**src/rtl/sio_pkg.sv**
```systemverilog
package sio_pkg;
  localparam logic [2:0] IDX_DATA  = 3'd0;
  localparam logic [2:0] IDX_IEN   = 3'd1;
  localparam logic [2:0] IDX_IID   = 3'd2;
  localparam logic [2:0] IDX_LCTL  = 3'd3;
  localparam logic [2:0] IDX_LSTAT = 3'd5;
  localparam logic [2:0] IDX_MSTAT = 3'd6;

  localparam int IEN_RX    = 0;
  localparam int IEN_TX    = 1;
  localparam int IEN_LINE  = 2;
  localparam int IEN_MODEM = 3;
  localparam int IEN_W     = 4;

  typedef enum logic [3:0] {
    ID_MODEM = 4'b0000,
    ID_NONE  = 4'b0001,
    ID_TXE   = 4'b0010,
    ID_RXLVL = 4'b0100,
    ID_LINE  = 4'b0110,
    ID_RXTO  = 4'b1100
  } irq_id_e;

  typedef struct packed {
    logic line;
    logic rx_lvl;
    logic rx_to;
    logic txe;
    logic modem;
  } irq_src_t;
endpackage

```
**src/rtl/sio_event_latch.sv**
```systemverilog
module sio_event_latch #(
  parameter int N = 4
) (
  input  logic         clk,
  input  logic         rst,
  input  logic [N-1:0] set,
  input  logic         clr,
  output logic [N-1:0] q
);
  // a new event in the same cycle as the clearing read is kept
  always_ff @(posedge clk) begin
    if (rst) q <= '0;
    else     q <= set | (clr ? '0 : q);
  end

  for (genvar i = 0; i < N; i++) begin : g_chk
    // an event always lands in the latch
    assert_event_kept_R6: assert property (@(posedge clk) disable iff (rst)
      set[i] |=> q[i]);
    // a clearing read without a new event empties the bit
    assert_read_clears_R9: assert property (@(posedge clk) disable iff (rst)
      (clr && !set[i]) |=> !q[i]);
  end
endmodule

```
**src/rtl/sio_intr_prio.sv**
```systemverilog
module sio_intr_prio
  import sio_pkg::*;
(
  input  logic              clk,
  input  logic              rst,
  input  irq_src_t          pend,
  input  logic [IEN_W-1:0]  ien,
  output logic              irq,
  output logic [3:0]        irq_id
);
  irq_src_t act;
  irq_id_e  id_d;

  always_comb begin
    act.line   = pend.line   & ien[IEN_LINE];
    act.rx_lvl = pend.rx_lvl & ien[IEN_RX];
    act.rx_to  = pend.rx_to  & ien[IEN_RX];
    act.txe    = pend.txe    & ien[IEN_TX];
    act.modem  = pend.modem  & ien[IEN_MODEM];
    if (act.line)        id_d = ID_LINE;
    else if (act.rx_lvl) id_d = ID_RXLVL;
    else if (act.rx_to)  id_d = ID_RXTO;
    else if (act.txe)    id_d = ID_TXE;
    else if (act.modem)  id_d = ID_MODEM;
    else                 id_d = ID_NONE;
  end

  always_ff @(posedge clk) begin
    if (rst) begin
      irq    <= 1'b0;
      irq_id <= ID_NONE;
    end else begin
      irq    <= |act;
      irq_id <= id_d;
    end
  end

  assert_line_wins_R10: assert property (@(posedge clk) disable iff (rst)
    (pend.line && ien[IEN_LINE]) |=> (irq_id == ID_LINE));
  assert_quiet_R11: assert property (@(posedge clk) disable iff (rst)
    (ien == '0) |=> (!irq && irq_id == ID_NONE));
  assert_irq_code_R11: assert property (@(posedge clk) disable iff (rst)
    irq == (irq_id != ID_NONE));
endmodule

```
**src/rtl/sio_regbank.sv**
```systemverilog
module sio_regbank
  import sio_pkg::*;
#(
  parameter int DATA_W = 8,
  parameter int ADDR_W = 3
) (
  input  logic              clk,
  input  logic              rst,
  input  logic              bus_sel,
  input  logic              bus_wr,
  input  logic [ADDR_W-1:0] bus_addr,
  input  logic [DATA_W-1:0] bus_wdata,
  output logic [DATA_W-1:0] rd_data,
  input  logic [DATA_W-1:0] rx_data,
  input  logic              rx_avail,
  input  logic              rx_lvl_hit,
  input  logic              rx_tmo,
  input  logic              err_ovr,
  input  logic              err_par,
  input  logic              err_frm,
  input  logic              err_brk,
  input  logic              tx_empty,
  input  logic              cts,
  input  logic              dsr,
  output logic              tx_push,
  output logic [DATA_W-1:0] tx_data,
  output logic              rx_pop,
  output logic [2*DATA_W-1:0] divisor,
  output logic [1:0]        char_len,
  output logic              stop2,
  output logic              par_en,
  output logic              par_odd,
  output logic              irq,
  output logic [3:0]        irq_id
);
  localparam int DIV_W   = 2 * DATA_W;
  localparam int LERR_N  = 4;
  localparam int MDLT_N  = 2;
  localparam int DLAB_B  = 7;
  localparam logic [DATA_W-1:0] LCTL_MASK = DATA_W'(8'h9F);

  logic              acc_rd, acc_wr, dlab;
  logic              wr_thr, wr_div_lo, wr_div_hi, wr_ien, wr_lctl;
  logic              rd_rbr, rd_iid, rd_lstat, rd_mstat;
  logic [DATA_W-1:0] lctl_q, div_lo_q, div_hi_q;
  logic [IEN_W-1:0]  ien_q;
  logic [LERR_N-1:0] lerr_q;
  logic [MDLT_N-1:0] mdlt_set, mdlt_q;
  logic              cts_q, dsr_q, primed_q;
  logic              txe_q, txe_set, txe_clr, tx_empty_q;
  logic [DATA_W-1:0] rd_next;
  irq_src_t          pend;

  function automatic logic hit(input logic [ADDR_W-1:0] a, input logic [2:0] idx);
    return a == ADDR_W'(idx);
  endfunction

  // ---- decode ----
  assign acc_rd    = bus_sel & ~bus_wr;
  assign acc_wr    = bus_sel &  bus_wr;
  assign dlab      = lctl_q[DLAB_B];
  assign wr_thr    = acc_wr & hit(bus_addr, IDX_DATA) & ~dlab;
  assign wr_div_lo = acc_wr & hit(bus_addr, IDX_DATA) &  dlab;
  assign wr_div_hi = acc_wr & hit(bus_addr, IDX_IEN)  &  dlab;
  assign wr_ien    = acc_wr & hit(bus_addr, IDX_IEN)  & ~dlab;
  assign wr_lctl   = acc_wr & hit(bus_addr, IDX_LCTL);
  assign rd_rbr    = acc_rd & hit(bus_addr, IDX_DATA) & ~dlab;
  assign rd_iid    = acc_rd & hit(bus_addr, IDX_IID);
  assign rd_lstat  = acc_rd & hit(bus_addr, IDX_LSTAT);
  assign rd_mstat  = acc_rd & hit(bus_addr, IDX_MSTAT);

  // ---- control registers ----
  always_ff @(posedge clk) begin
    if (rst) begin
      lctl_q   <= '0;
      ien_q    <= '0;
      div_lo_q <= '0;
      div_hi_q <= '0;
    end else begin
      if (wr_lctl)   lctl_q   <= bus_wdata & LCTL_MASK;
      if (wr_ien)    ien_q    <= bus_wdata[IEN_W-1:0];
      if (wr_div_lo) div_lo_q <= bus_wdata;
      if (wr_div_hi) div_hi_q <= bus_wdata;
    end
  end

  assign divisor  = DIV_W'({div_hi_q, div_lo_q});
  assign char_len = lctl_q[1:0];
  assign stop2    = lctl_q[2];
  assign par_en   = lctl_q[3];
  assign par_odd  = lctl_q[4];

  // ---- FIFO strobes ----
  always_ff @(posedge clk) begin
    if (rst) begin
      tx_push <= 1'b0;
      rx_pop  <= 1'b0;
      tx_data <= '0;
    end else begin
      tx_push <= wr_thr;
      rx_pop  <= rd_rbr;
      if (wr_thr) tx_data <= bus_wdata;
    end
  end

  // ---- line error status ----
  sio_event_latch #(.N(LERR_N)) u_lerr (
    .clk (clk),
    .rst (rst),
    .set ({err_brk, err_frm, err_par, err_ovr}),
    .clr (rd_lstat),
    .q   (lerr_q)
  );

  // ---- modem change detect ----
  always_ff @(posedge clk) begin
    if (rst) begin
      cts_q    <= 1'b0;
      dsr_q    <= 1'b0;
      primed_q <= 1'b0;
    end else begin
      cts_q    <= cts;
      dsr_q    <= dsr;
      primed_q <= 1'b1;
    end
  end

  assign mdlt_set = primed_q ? {dsr ^ dsr_q, cts ^ cts_q} : '0;

  sio_event_latch #(.N(MDLT_N)) u_mdlt (
    .clk (clk),
    .rst (rst),
    .set (mdlt_set),
    .clr (rd_mstat),
    .q   (mdlt_q)
  );

  // ---- transmit-empty cause ----
  assign txe_set = (tx_empty & ~tx_empty_q)
                 | (wr_ien & bus_wdata[IEN_TX] & ~ien_q[IEN_TX] & tx_empty);
  assign txe_clr = wr_thr | (rd_iid & (irq_id == ID_TXE));

  always_ff @(posedge clk) begin
    if (rst) begin
      txe_q      <= 1'b0;
      tx_empty_q <= 1'b1;
    end else begin
      tx_empty_q <= tx_empty;
      if (txe_set)      txe_q <= 1'b1;
      else if (txe_clr) txe_q <= 1'b0;
    end
  end

  // ---- interrupt ranking ----
  always_comb begin
    pend.line   = |lerr_q;
    pend.rx_lvl = rx_lvl_hit;
    pend.rx_to  = rx_tmo;
    pend.txe    = txe_q;
    pend.modem  = |mdlt_q;
  end

  sio_intr_prio u_prio (
    .clk    (clk),
    .rst    (rst),
    .pend   (pend),
    .ien    (ien_q),
    .irq    (irq),
    .irq_id (irq_id)
  );

  // ---- read path ----
  always_comb begin
    rd_next = '0;
    unique case (bus_addr)
      ADDR_W'(IDX_DATA):  rd_next = dlab ? div_lo_q : rx_data;
      ADDR_W'(IDX_IEN):   rd_next = dlab ? div_hi_q : DATA_W'(ien_q);
      ADDR_W'(IDX_IID):   rd_next = DATA_W'(irq_id);
      ADDR_W'(IDX_LCTL):  rd_next = lctl_q;
      ADDR_W'(IDX_LSTAT): rd_next = DATA_W'({tx_empty, lerr_q, rx_avail});
      ADDR_W'(IDX_MSTAT): rd_next = DATA_W'({dsr, cts, 2'b00, mdlt_q});
      default:            rd_next = '0;
    endcase
  end

  always_ff @(posedge clk) begin
    if (rst)         rd_data <= '0;
    else if (acc_rd) rd_data <= rd_next;
  end

  assert_thr_push_R2: assert property (@(posedge clk) disable iff (rst)
    (acc_wr && bus_addr == ADDR_W'(IDX_DATA) && !dlab) |=> tx_push);
  assert_div_no_strobe_R3: assert property (@(posedge clk) disable iff (rst)
    (bus_sel && bus_addr == ADDR_W'(IDX_DATA) && dlab) |=> (!tx_push && !rx_pop));
  assert_ien_hold_R4: assert property (@(posedge clk) disable iff (rst)
    !(acc_wr && bus_addr == ADDR_W'(IDX_IEN) && !dlab) |=> $stable(ien_q));
  assert_txe_cleared_R8: assert property (@(posedge clk) disable iff (rst)
    (wr_thr && !txe_set) |=> !txe_q);
endmodule

```
**config.mk**
```make
export PLATFORM = sky130hd
export DESIGN_NAME = sio_regbank
export DESIGN_NICKNAME = d
export VERILOG_FILES = /design/src/rtl/sio_pkg.sv /design/src/rtl/sio_event_latch.sv /design/src/rtl/sio_intr_prio.sv /design/src/rtl/sio_regbank.sv
export SDC_FILE = /design/constraint.sdc
export NUM_CORES = 1
export LEC_CHECK = 0
export BUFFER_PORTS_ARGS = -buffer_cell sky130_fd_sc_hd__buf_2
export CORE_ASPECT_RATIO = 1.75
export CORE_UTILIZATION = 42
export CTS_CLUSTER_DIAMETER = 120
export DETAILED_ROUTE_END_ITERATION = 8
export PLACE_DENSITY = 0.73
export SLEW_MARGIN = 40
export SYNTH_ARGS = -nofsm -noshare
export SYNTH_HDL_FRONTEND = slang
export SYNTH_SLANG_ARGS = --single-unit
export TNS_END_PERCENT = 10
```
**constraint.sdc**
```tcl
create_clock -name clk -period 2.3 [get_ports clk]
set_clock_uncertainty 0.1 [all_clocks]
set_input_delay 0.345 -clock clk [delete_from_list [all_inputs] [get_ports clk]]
set_output_delay 0.345 -clock clk [all_outputs]
set_load 0.02 [all_outputs]
```
* Word level (Yosys, flattened, before mapping) *
Index checks and enable logic that the tools add are counted.

word-level totals
  bits in registers = 60
  input bits = 33
  output and inout bits = 44
  logic and storage cells = 78

operators by class
  equality and inequality tests = 6
  mux-type cells = 14
  bitwise operators = 34
  reduce and logical (&&, ||, !) cells = 6

operator list
  kind                number
  $pmux 8 s6          1
  $and 1x1->1         24
  $mux 8              2
  $mux 4              3
  $eq 3x2->1 const B  2
  $eq 3x3->1 const B  2
  $mux 3              2
  $reduce_or 5->1     1
  $eq 4x2->1 const B  1
  $mux 1              4
  $mux 2              2
  $not 1->1           4
  $or 4x4->4          1
  $reduce_or 4->1     1
  $eq 3x1->1 const B  1
  $logic_not 3->1     1
  $reduce_or 3->1     1
  $or 1x1->1          2
  $or 2x2->2          1
  $reduce_bool 2->1   1
  $reduce_or 2->1     1
  $xor 1x1->1         2

* Longest topological paths before layout *
  word-level depth = 8
  depth in mapped cells = 7
  gate-level depth less buffers = 4

* Cells and area by module *
A second synthesis with hierarchy kept.

second synthesis, totals
  cell total of the unflattened synthesis = 302
  area, all modules = 2715.1 sq um

modules (own cells, without submodules)
  module                     instances  cells each  area an instance (sq um)  seq. area each (sq um)
  sio_regbank                1          262         2318.5                    980.9
  sio_intr_prio              1          16          186.4                     100.1
  sio_event_latch at u_lerr  1          16          140.1                     80.1
  sio_event_latch at u_mdlt  1          8           70.1                      40.0

* Worst setup path before layout *
Ideal clock, no wire load.

  path type = input -> register
  from = in bus_addr[0]
  to = reg tx_data[0]
  setup time = 128 ps
  arrival time = 1505 ps
  required time = 2072 ps
  path slack = 568 ps
  stages = 7
  path buffers = 3
  cell sequence = buf_4 or3_1 buf_2 nor3_2 buf_4 mux2i_1 nor2_1

between the ends
  word-level cells in the longest chain between the ends = 3

RTL lines
  item                      RTL line            source
  from (decl)               sio_regbank.sv:11   input logic [ADDR_W-1:0] bus_addr,
  $logic_not 3->1           sio_regbank.sv:55   return a == ADDR_W'(idx);
  $and 1x1->1 (2 in a row)  sio_regbank.sv:62   assign wr_thr = acc_wr & hit(bus_addr, IDX_DATA) & ~dlab;
  to (signal assigned)      sio_regbank.sv:102  if (wr_thr) tx_data <= bus_wdata;
  to (decl)                 sio_regbank.sv:26   output logic [DATA_W-1:0] tx_data,

No other way between the ends.
A chain may end at the register's enable or synchronous reset.

* Worst setup path after layout *
  from = reg lctl_q[7]
  to = reg rd_data[1]

between the ends
  word-level cells in the longest chain between the ends = 2
  elaborated cells between the ends (all ways) = 3
  classes of those cells = 3 x mux

RTL lines
  item                              RTL line                                source
  from (decl)                       sio_regbank.sv:45                       logic [DATA_W-1:0] lctl_q, div_lo_q, div_hi_q;
  from (signal assigned)            sio_regbank.sv:80                       if (wr_lctl) lctl_q <= bus_wdata & LCTL_MASK;
  $mux 8, on equally long branches  sio_regbank.sv:177, sio_regbank.sv:176
  $pmux 8 s6 *                      sio_regbank.sv:175                      unique case (bus_addr)
  to (signal assigned)              sio_regbank.sv:188                      else if (acc_rd) rd_data <= rd_next;
  to (decl)                         sio_regbank.sv:13                       output logic [DATA_W-1:0] rd_data,

Mark *: on every way between the ends. The rest lies on a longest branch, timed or not.

==> flow_summary.toml <==
[layout]
fin_cells = 450
diodes = 0
fillCellCount = 584
drive_above_1_share = 0.282
fin_nets = 401
finish.utilization = 0.545
area_growth_syn_to_layout_pct = 23.8

[placed_design]
dp_cells = 435
gp_congestion = 0.926
dpl_worst_slack_ns = 0.258
portBuffers = 76
dp_hpwl_um = 5680

[timing]
setup_ws_ns = 0.496
drv_slew = 0
finalSetupViolCount = 0
tightest_slew_ns = 0.524
period_needed_ns = 1.80
tns_ns = 0
hold_violations = 0
slew_headroom = 0.650
rsz0062_at_grt = "no"
period_share = 0.784
fmax_mhz = 554

[synthesis]
yosysTopAreaCellShare = 0.460
synth_most_common_cell = "dfxtp_1"
syn_nets = 327
async_flop_share = 0
syn_area_um2 = 2610
synth_edf_count = 0
syn-instance-count = 294
ys.flop_type = "dfxtp_1"
ys_warn_count = 0
yosys-top-cells-area = "dfxtp_1 (46%), mux2i_1 (12%), a21oi_1 (5.2%)"
synth_seq_cells = 60
ys_seq_area_frac = 0.460
synth_top_cell_by_area = "dfxtp_1"
synth_commonest_cells = "dfxtp_1 (60), nor2_1 (33), mux2i_1 (32), a21oi_1 (27), nand2_1 (24)"
synthDistinctLibCells = 41
avgSynthCellArea_um2 = 8.87

[clock_tree]
clock_latency_ns = 0.34
htree_levels = 3
cts-root-buf = "clkbuf_8"
cts_hold_buf = 0
tritoncts = "done"
cts_resized = 0
cts_max_path_buffers = 2
clkTransAtPathRegs_ns = 0.07
cts_sinks = 60
cts_setup_buffers = 0
cts_buffers = 9

[drt]
final_antenna_net_count = 0
drt_drc_violations_left = 0
wirelength_um = 7420
post_drt_via_cell_ratio = 5.45
wl_per_cell_um = 16.5
drtIter0Drc = 78
drtPass1Iterations = 4
vias = 2453

[power_and_ir_drop]
fin_total_pwr_mw = 2.10
p_per_area_nw_per_um2 = 651
leakage_nw = 1.35
vdd_drop_max_v = 0.000475

[floorplanning]
io-pin-count = 77
core-area_um2 = 5930
die_x_um = 61.6
dieArea_um2 = 6540
start_util = 0.440
rows = 37
die_y_um = 106

[setup_path]
cpPeakStageDelay_ns = 0.58
path_cells = "buf_4, mux2_2, a32oi_1, a311oi_1"
cp-start-kind = "register"
cp.required_ns = 2.40
crit_path_end_kind = "register"
cp_slowest_cell = "dfxtp_1"
worst-path-max-fanout = 10
arrival_ns = 1.90
worst-setup-path-type = "reg -> reg"
cp_top_family = "flip-flops"
path_buf_inv = 1

[grt]
grt_overflow_total = 0
grt_antenna_before_repair = 0
grt_max_degree = 36
grt_use_total = 0.245
grt_pass1_vias = 2385
grt_pass1_wl_um = 11800

[hold_path]
hp-class = "in -> reg"

[job]
maxCapViolations = 0

[outcome]
status = "finished clean"
==> power by group <==
group	internal, mW	switching, mW	total, mW
clock network	0.439	0.405	0.844
registers	1.06	0.0161	1.08
logic	0.0708	0.112	0.183
==> worst reg2reg max path: cells and delay by family, from the launching register on <==
family	cells	cell delay [ns]
multiplexers	1	0.36
flip-flops	1	0.58
buffers and inverters	1	0.28
AO/OA/AOI/OAI	2	0.35
==> registers in the layout, indices dropped and copies added (netlist names) <==
signal / flops
tx_data: 8
tx_empty_q: 1
div_lo_q: 8
u_prio.irq_id: 4
rx_pop: 1
div_hi_q: 8
txe_q: 1
dsr_q: 1
tx_push: 1
u_mdlt.q: 2
rd_data: 8
u_lerr.q: 4
cts_q: 1
ien_q: 4
primed_q: 1
u_prio.irq: 1
lctl_q: 6
==> placed cells by master, fill, tap and decap left out, types with 3 or more instances in the layout <==
cell	n
nand2_1	24
a21oi_1	27
nor2b_1	8
nand2b_1	6
inv_1	5
a31oi_1	6
a22oi_1	4
nor2_1	33
buf_4	8
dfxtp_1	60
mux2i_1	32
clkbuf_8	11
buf_2	76
nor4_1	4
nand3_1	7
o21ai_0	23
o22ai_1	3
==> metrics by stage <==
step                hold slack (ns)  instance area (µm²)
global route                 0.0934                 3230
finish                       0.0985                 3230
detailed placement            0.357                 3050
CTS                          0.0829                 3230
global placement              0.346                 3050
floorplan                     0.321                 2610
==> layer usage <==
| metal | global-route usage | up-vias | wire length [µm] |
|---|---|---|---|
| li1 | - | 1192 | - |
| met1 | 0.287 | 1162 | 2950 |
| met2 | 0.403 | 77 | 3890 |
| met3 | 0.0547 | 22 | 278 |
| met4 | 0.122 | 0 | 302 |
| met5 | 0 | - | 0 |
==> area by class of cell <==
cell class / count / area (µm²) / area share
clock buffer: 11 / 151 / 0.0469
clock inverter: 4 / 25.0 / 0.00775
inverter: 5 / 18.8 / 0.00581
multi-input combinational: 207 / 1280 / 0.395
sequential: 60 / 1200 / 0.372
tap: 78 / 97.6 / 0.0302
timing repair buffer: 85 / 460 / 0.143
==> logic make-up (layout without fill, tap and decap cells) <==
kind of cell	count (synthesis)	in the layout	share of synthesized area
simple gates	94	94	0.177
compound gates	78	78	0.178
xor+xnor	2	2	0.00672
mux	33	33	0.127
flops	60	60	0.460
buf+inv	27	105	0.0504
==> worst paths after layout <==
path / slack [ns] / from / depth (start not counted) / end
worst min register to register: 0.36 / rd_data[5] / 2 / rd_data[5]
worst max-delay path: 0.50 / lctl_q[7] / 4 / rd_data[1]
worst min-delay path: 0.1 / rx_lvl_hit / 2 / u_prio.irq_id[3]
worst max register to register: 0.50 / lctl_q[7] / 4 / rd_data[1]
(Power assumes the default switching activity.)
